[src/rtl/burst_pkg.sv]
package burst_pkg;
  localparam int LEN_LOG_W = 2;
  localparam int CODE_W    = 3;
  localparam logic [CODE_W-1:0] CODE_PAGE = 3'd7;

  typedef struct packed {
    logic                 page;
    logic                 illegal;
    logic [LEN_LOG_W-1:0] len_log;
  } burst_cfg_t;
endpackage

[src/rtl/burst_len_decode.sv]
module burst_len_decode
  import burst_pkg::*;
(
  input  logic [CODE_W-1:0] code_i,
  input  logic              ilv_i,
  input  logic              wr_i,
  input  logic              single_wr_i,
  output burst_cfg_t        cfg_o
);
  always_comb begin
    cfg_o = '0;
    case (code_i)
      3'd0, 3'd1, 3'd2, 3'd3: cfg_o.len_log = code_i[LEN_LOG_W-1:0];
      CODE_PAGE:              cfg_o.page    = 1'b1;
      default:                cfg_o.illegal = 1'b1;
    endcase
    if (ilv_i && !(code_i == 3'd2 || code_i == 3'd3))
      cfg_o.illegal = 1'b1;
    if (cfg_o.illegal || (wr_i && single_wr_i)) begin
      cfg_o.len_log = '0;
      cfg_o.page    = 1'b0;
    end
  end
endmodule

[src/rtl/burst_col_map.sv]
module burst_col_map #(
  parameter int COL_W   = 10,
  parameter int LOG_W   = 2,
  parameter int MAX_LOG = 3
) (
  input  logic [COL_W-1:0]   base_i,
  input  logic [MAX_LOG-1:0] beat_i,
  input  logic [LOG_W-1:0]   len_log_i,
  input  logic               ilv_i,
  output logic [MAX_LOG-1:0] mask_o,
  output logic [COL_W-1:0]   col_o
);
  logic [MAX_LOG-1:0] low_base, low_seq, low_ilv, low_sel;

  for (genvar i = 0; i < MAX_LOG; i++) begin : g_mask
    assign mask_o[i] = (int'(len_log_i) > i);
  end

  assign low_base = base_i[MAX_LOG-1:0];
  assign low_seq  = ((low_base + beat_i) & mask_o) | (low_base & ~mask_o);
  assign low_ilv  = low_base ^ (beat_i & mask_o);
  assign low_sel  = ilv_i ? low_ilv : low_seq;
  assign col_o    = {base_i[COL_W-1:MAX_LOG], low_sel};
endmodule

[src/rtl/sdram_burst_colgen.sv]
module sdram_burst_colgen
  import burst_pkg::*;
#(
  parameter int COL_W = 10
) (
  input  logic              clk,
  input  logic              rst,
  input  logic              start_i,
  input  logic [COL_W-1:0]  start_col_i,
  input  logic [2:0]        len_code_i,
  input  logic              ilv_i,
  input  logic              wr_i,
  input  logic              single_wr_i,
  input  logic              term_i,
  output logic [COL_W-1:0]  col_o,
  output logic              valid_o,
  output logic              last_o,
  output logic              illegal_o
);
  localparam int MAX_LOG = (1 << LEN_LOG_W) - 1;

  burst_cfg_t         cfg;
  logic               valid_q, last_q, page_q, ilv_q, illegal_q;
  logic [LEN_LOG_W-1:0] len_log_q;
  logic [COL_W-1:0]   base_q, col_q, mapped_col;
  logic [MAX_LOG-1:0] beat_q, beat_nxt, mask;

  burst_len_decode dec_i (
    .code_i      (len_code_i),
    .ilv_i       (ilv_i),
    .wr_i        (wr_i),
    .single_wr_i (single_wr_i),
    .cfg_o       (cfg)
  );

  assign beat_nxt = beat_q + 1'b1;

  burst_col_map #(.COL_W(COL_W), .LOG_W(LEN_LOG_W), .MAX_LOG(MAX_LOG)) map_i (
    .base_i    (base_q),
    .beat_i    (beat_nxt),
    .len_log_i (len_log_q),
    .ilv_i     (ilv_q),
    .mask_o    (mask),
    .col_o     (mapped_col)
  );

  always_ff @(posedge clk) begin
    if (rst) begin
      valid_q   <= 1'b0;
      last_q    <= 1'b0;
      page_q    <= 1'b0;
      ilv_q     <= 1'b0;
      illegal_q <= 1'b0;
      len_log_q <= '0;
      base_q    <= '0;
      col_q     <= '0;
      beat_q    <= '0;
    end else if (start_i) begin
      valid_q   <= 1'b1;
      last_q    <= !cfg.page && (cfg.len_log == '0);
      page_q    <= cfg.page;
      ilv_q     <= ilv_i;
      illegal_q <= cfg.illegal;
      len_log_q <= cfg.len_log;
      base_q    <= start_col_i;
      col_q     <= start_col_i;
      beat_q    <= '0;
    end else if (valid_q) begin
      if (term_i || last_q) begin
        valid_q <= 1'b0;
        last_q  <= 1'b0;
      end else if (page_q) begin
        col_q <= col_q + 1'b1;
      end else begin
        col_q  <= mapped_col;
        beat_q <= beat_nxt;
        last_q <= (beat_nxt == mask);
      end
    end
  end

  assign col_o     = col_q;
  assign valid_o   = valid_q;
  assign last_o    = last_q;
  assign illegal_o = illegal_q;
endmodule

[config.mk]
export PLATFORM = sky130hd
export DESIGN_NAME = sdram_burst_colgen
export DESIGN_NICKNAME = d
export VERILOG_FILES = /design/src/rtl/burst_pkg.sv /design/src/rtl/burst_len_decode.sv /design/src/rtl/burst_col_map.sv /design/src/rtl/sdram_burst_colgen.sv
export SDC_FILE = /design/constraint.sdc
export NUM_CORES = 1
export LEC_CHECK = 0
export BUFFER_PORTS_ARGS = -buffer_cell sky130_fd_sc_hd__buf_2
export CORE_MARGIN = 5
export CORE_UTILIZATION = 39
export CTS_CLUSTER_DIAMETER = 120
export CTS_CLUSTER_SIZE = 40
export DETAILED_ROUTE_END_ITERATION = 12
export PLACE_DENSITY = 0.71
export SYNTH_ARGS = -nofsm -noshare
export SYNTH_HDL_FRONTEND = slang
export SYNTH_SLANG_ARGS = --single-unit
[constraint.sdc]
create_clock -name clk -period 3 [get_ports clk]
set_input_delay 0.75 -clock clk [delete_from_list [all_inputs] [get_ports clk]]
set_output_delay 0.75 -clock clk [all_outputs]
set_load 0.01 [all_outputs]
**Word level (Yosys, flattened, before mapping)**

Cells that the tools add are included.

- Register bits: 30
- Output and inout bits: 13

- Magnitude comparators: 3
- Multiplexer cells: 18
- Bitwise logic cells: 8
- Equal/unequal tests: 7
- Add/sub/neg operators: 3
- Reductions and logical operators: 17

Operator list:

| operator | count |
|---|---|
| $mux 10 | 4 |
| $mux 1 | 11 |
| $add 10x1->10 const B | 1 |
| $and 3x3->3 | 3 |
| $eq 3x2->1 const B | 2 |
| $reduce_or 5->1 | 1 |
| $gt 2x1->1 const B | 2 |
| $mux 2 | 2 |
| $reduce_and 2->1 | 2 |
| $reduce_or 4->1 | 1 |
| $add 3x1->3 const B | 1 |
| $add 3x3->3 | 1 |
| $eq 3x1->1 const B | 1 |
| $eq 3x3->1 | 1 |
| $eq 3x3->1 const B | 1 |
| $logic_and 1x1->1 | 3 |
| $logic_not 3->1 | 1 |
| $logic_or 1x1->1 | 3 |
| $mux 3 | 1 |
| $ne 3x2->1 const B | 1 |
| $not 3->3 | 1 |
| $or 3x3->3 | 1 |
| $reduce_and 3->1 | 1 |
| $xor 3x3->3 | 1 |
| 7 further kinds | 9 |

**Longest topological paths before layout**

Gate-level depths: netlist (run 1).

- Depth after elaboration: 10
- Depth in mapped cells: 7
- Gate-level depth less buffers: 7

**Hierarchy**

A second synthesis (run 1) with hierarchy kept.

- Cell total of the unflattened synthesis: 214
- Area total of the unflattened synthesis: 1,833.0 µm²

By module, submodules not included:

| module | area an instance (µm²) | instances | cells each | seq. area each (µm²) |
|---|---|---|---|---|
| sdram_burst_colgen | 1,551.5 | 1 | 174 | 600.6 |
| burst_col_map | 220.2 | 1 | 30 | 0.0 |
| burst_len_decode | 61.3 | 1 | 10 | 0.0 |

**Worst setup path before layout (run 1)**

No wires, ideal clock.

- Kind: reg-to-reg
- From: register beat_q[0]
- To: register col_q[1] (netlist: col_o[1])
- Setup slack: 1.103 ns
- Required time: 2.868 ns
- Cell stages (with the launch flop): 7
- Path buffers: 0
- Data arrival time: 1.764 ns
- Cells stage by stage: dfxtp_1 ha_1 fa_1 or3b_2 o2111ai_1 a21o_1 a21oi_1

- Word-level cells in the longest chain between the ends: 9
- Elaborated cells on any way between the ends: 11

RTL lines:

| what | line | RTL |
|---|---|---|
| start: declaration | sdram_burst_colgen.sv:26 | `logic [MAX_LOG-1:0] beat_q, beat_nxt, mask;` |
| start signal: assignment | sdram_burst_colgen.sv:76 | `beat_q <= beat_nxt;` |
| $add 3x1->3 * | sdram_burst_colgen.sv:36 | `assign beat_nxt = beat_q + 1'b1;` |
| via beat_nxt[1] | sdram_burst_colgen.sv:26 |  |
| $add 3x3->3 | burst_col_map.sv:20 | `assign low_seq = ((low_base + beat_i) & mask_o) \| (low_base & ~mask_o);` |
| $and 3x3->3 | burst_col_map.sv:20 |  |
| $or 3x3->3 | burst_col_map.sv:20 |  |
| $mux 3 * | burst_col_map.sv:22 | `assign low_sel = ilv_i ? low_ilv : low_seq;` |
| $mux 10 * | sdram_burst_colgen.sv:72 | `end else if (page_q) begin` |
| $mux 10 * | sdram_burst_colgen.sv:69 | `if (term_i \|\| last_q) begin` |
| $mux 10 * | sdram_burst_colgen.sv:68 | `end else if (valid_q) begin` |
| $mux 10 * | sdram_burst_colgen.sv:58 | `end else if (start_i) begin` |
| end signal: assignment | sdram_burst_colgen.sv:66 | `col_q <= start_col_i;` |
| end signal: assignment | sdram_burst_colgen.sv:73 | `col_q <= col_q + 1'b1;` |
| end signal: assignment | sdram_burst_colgen.sv:75 | `col_q <= mapped_col;` |
| end: declaration | sdram_burst_colgen.sv:25 | `logic [COL_W-1:0] base_q, col_q, mapped_col;` |

The timed path passes the listed nets; every way through them passes the cells marked *. The select of a mux whose other input is x is not followed.
A chain may end at the register's enable or synchronous reset.

**Final worst setup path (run 1)**

Same ends and word-level chain as after synthesis.

==> results.cfg, run 1 <==
[setup_path]
regToRegEndpoint = col_o[1]
r2r_cells = 6
critPathRequiredTime_ns = 3.14
r2r_start = beat_q[0]
cpPeakStageDelay_ns = 0.45
path_cells = ha_1 > fa_1 > or3b_2 > o2111ai_1 > a21o_1 > a21oi_1
cpMaxStageDelayCell = or3b_2
reg2reg_slack_ns = 0.96
cp-start-kind = register
crit_type = reg -> reg
worst-endpoint-arrival_ns = 2.18
critPathTopFamily = adder cells
crit_fanout = 3
end_kind = register
critPathBufInv = 0

[floorplanning]
die_x_um = 76.8
pin_count = 33
core_um2 = 4350
start_util_pct = 39.9
dieArea_um2 = 5900
row_count = 24
die_h_um = 76.8

[worst_hold_path]
whs_path_depth = 2
hp-start = base_q[6]
holdPathEnd = base_q[6]
hold_class = reg -> reg

[synthesis]
synth.cell_area_um2 = 1740
yosysSeqAreaShare_pct = 34.5
syn_nets = 233
ys_types = 52
async_reset_ff_share_pct = 0
synth_cells = 206
synthFlopType = dfxtp_1
syn_area_per_cell_um2 = 8.44
ys_ff_latch = 30
synth_warnings = 0
synth_edf_count = 0

[detailed_routing]
drt_iter0_markers = 89
vias = 1578
first_pass_iters = 5
ant_nets = 0
wl_um = 4010
route.detailed.drc = 0
avgRoutedWirePerCell_um = 14.1
wl_met2_um = 1830
vias_per_cell = 5.56
wl_met1_um = 1920
dr.max_layer_used = met4
dr_wl_met3_um = 199

[timing]
finalWorstSetupSlack_ns = 0.963
post-route-period-util_pct = 67.9
timing.max_slew.rel_slack_pct = 52.7
setup_tns_ns = 0
rsz0062_at_grt = no
skew_ns = 0.0114
slew_viol_final = 0
fmax_mhz = 491
setup_violations = 0
hold_ws_ns = 0.465
final-hold-violation-count = 0
fin_crit_ns = 2.04
max_slew.worst_pin.slew_ns = 0.709

[placed_design]
dp_hpwl_um = 2840
pre_cts_ws_ns = 0.786
place_congestion = 0.785
portBuffers = 32
dp_cells = 276

[clock_tree]
clk_pin_slew_ns = 0.07
cts_tree = built
cts_sinks = 30
cts_buffers = 5
postCtsSetupBuffers = 0
clockBufferDepth = 2
cts_root_buffer = clkbuf_8
clkLatencyLatePin_ns = 0.29
htree_levels = 2
ctsResizeCount = 0
hold_buffers = 0

[job]
maxCapViolations = 0

[outcome]
outcome = completed

[final_layout]
nets = 258
n_antenna_cell = 0
area_growth_pct = 15.4
drive_above_1_share_pct = 21.6
final_cell_mix = nand2_1, buf_2, dfxtp_1
instances_no_fill = 284

[pwr]
finalPower_w = 0.00108
powerDensity_nw_per_um2 = 538
vdd_ir_drop_max_v = 0.000297
leakage_nw = 0.841

[global_routing]
globalRouteOverflowTotal = 0
grt_max_degree = 34
grt_pass1_vias = 1500
grt.total_usage_pct = 13.8
grt_pass1_wl_um = 6850
antenna_found_initial = 0
-- final cells by class --
cell class / count / area [µm²]
fillers: 423 / 2350
multi-input cells: 156 / 1020
flip-flops and latches: 30 / 601
repair buffers: 32 / 160
clock buffers: 6 / 82.6
well taps: 52 / 65.1
clock inverters: 2 / 60.1
inverters: 6 / 22.5
-- how the worst max path moves through the flow --
stage,startpoint,to,slack [ns],depth (start not counted)
floorplan,beat_q[0],col_o[1],1.10,6
global placement,term_i,col_o[2],0.82,5
global route,beat_q[0],col_o[1],0.88,6
finish,beat_q[0],col_o[1],0.96,6
detailed placement,start_i,col_o[9],0.79,4
CTS,beat_q[0],col_o[1],0.96,6
-- sequential cells by signal, summed over array words and instances (netlist names) --
name	count
base_q	10
beat_q	3
col_o	10
illegal_o	1
ilv_q	1
last_o	1
len_log_q	2
page_q	1
valid_o	1
-- report_power, final --
part / switching (W) / internal, W / total [W]
clock network: 0.000160 / 0.000354 / 0.000515
registers: 0.0000259 / 0.000420 / 0.000446
logic: 0.0000665 / 0.0000538 / 0.000120
-- metrics by stage --
| stage | util [%] | instance area (µm²) |
|---|---|---|
| floorplan | - | 1740 |
| global placement | 42.8 | 1860 |
| detailed placement | 42.8 | 1860 |
| CTS | 46.1 | 2010 |
| global route | 46.1 | 2010 |
| finish | 46.1 | 2010 |
-- layer usage --
| metal | GRT usage [%] | vias up |
|---|---|---|
| li1 | - | 798 |
| met1 | 18.1 | 738 |
| met3 | 4.33 | 5 |
| met5 | 0 | - |
| met4 | 4.02 | 0 |
| met2 | 21.6 | 37 |
-- synth_stat cells, types with 4 or more instances --
cell,count,area [µm²]
mux2i_1,6,60.1
o21ai_0,6,30.0
a21oi_1,26,130
inv_1,6,22.5
nor2_1,8,30.0
buf_2,5,25.0
nand4_1,4,25.0
dfxtp_1,30,601
ha_1,6,75.1
o22ai_1,4,25.0
nand2_1,32,120
nand3_1,7,35.0
nor3_1,8,40.0
-- logic make-up after synthesis --
| group | count (synthesis) | share of synthesized area, % |
|---|---|---|
| compound gates | 56 | 20.3 |
| xor+xnor | 6 | 3.81 |
| fa+ha+maj | 8 | 6.04 |
| buf+inv | 20 | 7.05 |
| flops | 30 | 34.5 |
| mux | 7 | 4.10 |
| simple gates | 79 | 24.2 |
-- worst register-to-register path, delay by kind of cell, from the launching register on --
family	cells	cell delay [ns]
DFF	1	0.34
and+or+nand+nor	1	0.45
AOI/OAI and AO/OA	3	0.31
adders and majority gates	2	0.80
Note: power is estimated with default switching activity, not from simulation.
==> inputs of run 2 (changes only) <==
- PLACE_DENSITY: 0.71 -> 0.73
- clock period: 3 -> 1.8 ns (I/O delays scaled with it)
==> results.cfg, run 2 (synthesis results as in run 1) <==
[global_routing]
grt.total_usage_pct = 14.5
grt_max_degree = 18
grt_pass1_wl_um = 7060
antenna_found_initial = 0
grt_pass1_vias = 1507
globalRouteOverflowTotal = 0

[setup_path]
critPathRequiredTime_ns = 1.97
crit_fanout = 3
cp-start-kind = register
path_cells = ha_4 > fa_1 > or3b_4 > o2111ai_2 > a21o_1 > a21oi_1
worst-endpoint-arrival_ns = 2.00
critPathTopFamily = adder cells
cpMaxStageDelayCell = fa_1
cpPeakStageDelay_ns = 0.41
crit_type = reg -> reg
end_kind = register
critPathBufInv = 0

[placed_design]
portBuffers = 32
dp_cells = 284
place_congestion = 0.907
dp_hpwl_um = 3170

[final_layout]
final_cell_mix = nand2_1, buf_2, dfxtp_1
area_growth_pct = 19.4
fin_util_pct = 47.7
drive_above_1_share_pct = 27.1
multi_input_area_um2 = 1050
n_antenna_cell = 0
filler_cell_count = 420
instances_no_fill = 292
seqCellArea_um2 = 606
nets = 266

[floorplanning]
start_util_pct = 39.9
core_um2 = 4350
row_count = 24
dieArea_um2 = 5900
pin_count = 33
die_h_um = 76.8
die_x_um = 76.8

[timing]
fmax_mhz = 549
final-hold-violation-count = 0
setup_violations = 1
rsz0062_at_grt = yes
finalWorstSetupSlack_ns = -0.0221
fin_crit_ns = 1.82
slew_viol_final = 0
post-route-period-util_pct = 101
timing.max_slew.rel_slack_pct = 69.5
skew_ns = 0.00727
max_slew.worst_pin.slew_ns = 0.457

[pwr]
clock_power_share_pct = 41.0
vdd_ir_drop_max_v = 0.000264
comb_power_share_pct = 13.3
power_frac_seq_pct = 45.7
intPower_w = 0.00121
p_sw_share_pct = 25.7
switchingPower_w = 0.000419
leakage_nw = 0.872
powerDensity_nw_per_um2 = 783

[clock_tree]
cts_buffers = 5
htree_levels = 2
cts_tree = built
postCtsSetupBuffers = 0
clk_pin_slew_ns = 0.07
hold_buffers = 0
clkLatencyLatePin_ns = 0.28
clockBufferDepth = 2
cts_root_buffer = clkbuf_8
cts_sinks = 30

[detailed_routing]
wl_um = 4100
vias = 1605
drt_iter0_markers = 102
first_pass_iters = 4
route.detailed.drc = 0
vias_per_cell = 5.50
avgRoutedWirePerCell_um = 14.1
ant_nets = 0

[worst_hold_path]
hold_class = in -> reg

[outcome]
violations = negative setup slack
outcome = finished, violations left

[job]
maxCapViolations = 0
[run 2: cell count changes in the layout (fill, tap and decap cells not counted), sizes merged]
cell / before / now
clkinv: 0 / 2
clkbuf: 6 / 5
buf: 32 / 40
bufinv: 2 / 1
[run 2: area by class of cell]
type	instances	area share, %
Timing Repair Buffer	40	10.6
Clock buffer	5	3.31
Tap cell	52	3.13
Clock inverter	3	1.93
Multi-Input combinational cell	156	50.8
Inverter	6	1.08
Sequential cell	30	29.2
[run 2: what timing repair did]
item	in CTS	in global routing
endpoints found under the setup margin	2	2
gates resized for setup	3	2
pin swaps	1	1
[run 2: worst paths after layout]
path,start,endpoint,slack [ns],cells after the start
min reg2reg,base_q[4],base_q[4],0.47,2
max,beat_q[0],col_o[1],-0.02,6
min,start_col_i[2],base_q[2],0.42,3
max reg2reg,beat_q[0],col_o[1],-0.02,6
[run 2: worst register-to-register path: stages (launching register included)]
cell and delay (ns):
dfxtp_4 0.36, ha_4 0.28, fa_1 0.41, or3b_4 0.38
o2111ai_2 0.08, a21o_1 0.14, a21oi_1 0.06
[run 2: power groups by stage]
stage	combinational, W	clock [W]	sequential [W]
floorplan	0.000138	0	0.000755
global placement	0.000213	0	0.000756
detailed placement	0.000216	0	0.000758
CTS	0.000218	0.000687	0.000742
global route	0.000244	0.000718	0.000750
finish	0.000217	0.000667	0.000743
[run 2: metrics by stage]
stage / setup WS, ns / hold slack [ns] / power [W] / TNS [ns] / instance area (µm²)
2_1_floorplan: 0.0501 / 0.437 / 0.000893 / 0 / 1760
3_3_place_gp: 0.00547 / 0.453 / 0.000969 / 0 / 1940
3_5_place_dp: -0.0235 / 0.457 / 0.000974 / -0.0427 / 1940
4_1_cts: -0.0231 / 0.414 / 0.00165 / -0.0231 / 2070
5_1_grt: -0.0498 / 0.424 / 0.00171 / -0.0590 / 2080
6_report: -0.0221 / 0.419 / 0.00163 / -0.0221 / 2080
[run 2: routing by layer]
| layer | vias up | global-route usage, % | share of wire, % | routed length, µm |
|---|---|---|---|---|
| li1 | 813 | - | - | - |
| met3 | 6 | 4.33 | 6.1 | 251 |
| met4 | 0 | 5.94 | 1.7 | 70 |
| met2 | 44 | 21.4 | 45 | 1830 |
| met1 | 742 | 19.5 | 48 | 1960 |
| met5 | - | 0 | 0 | 0 |
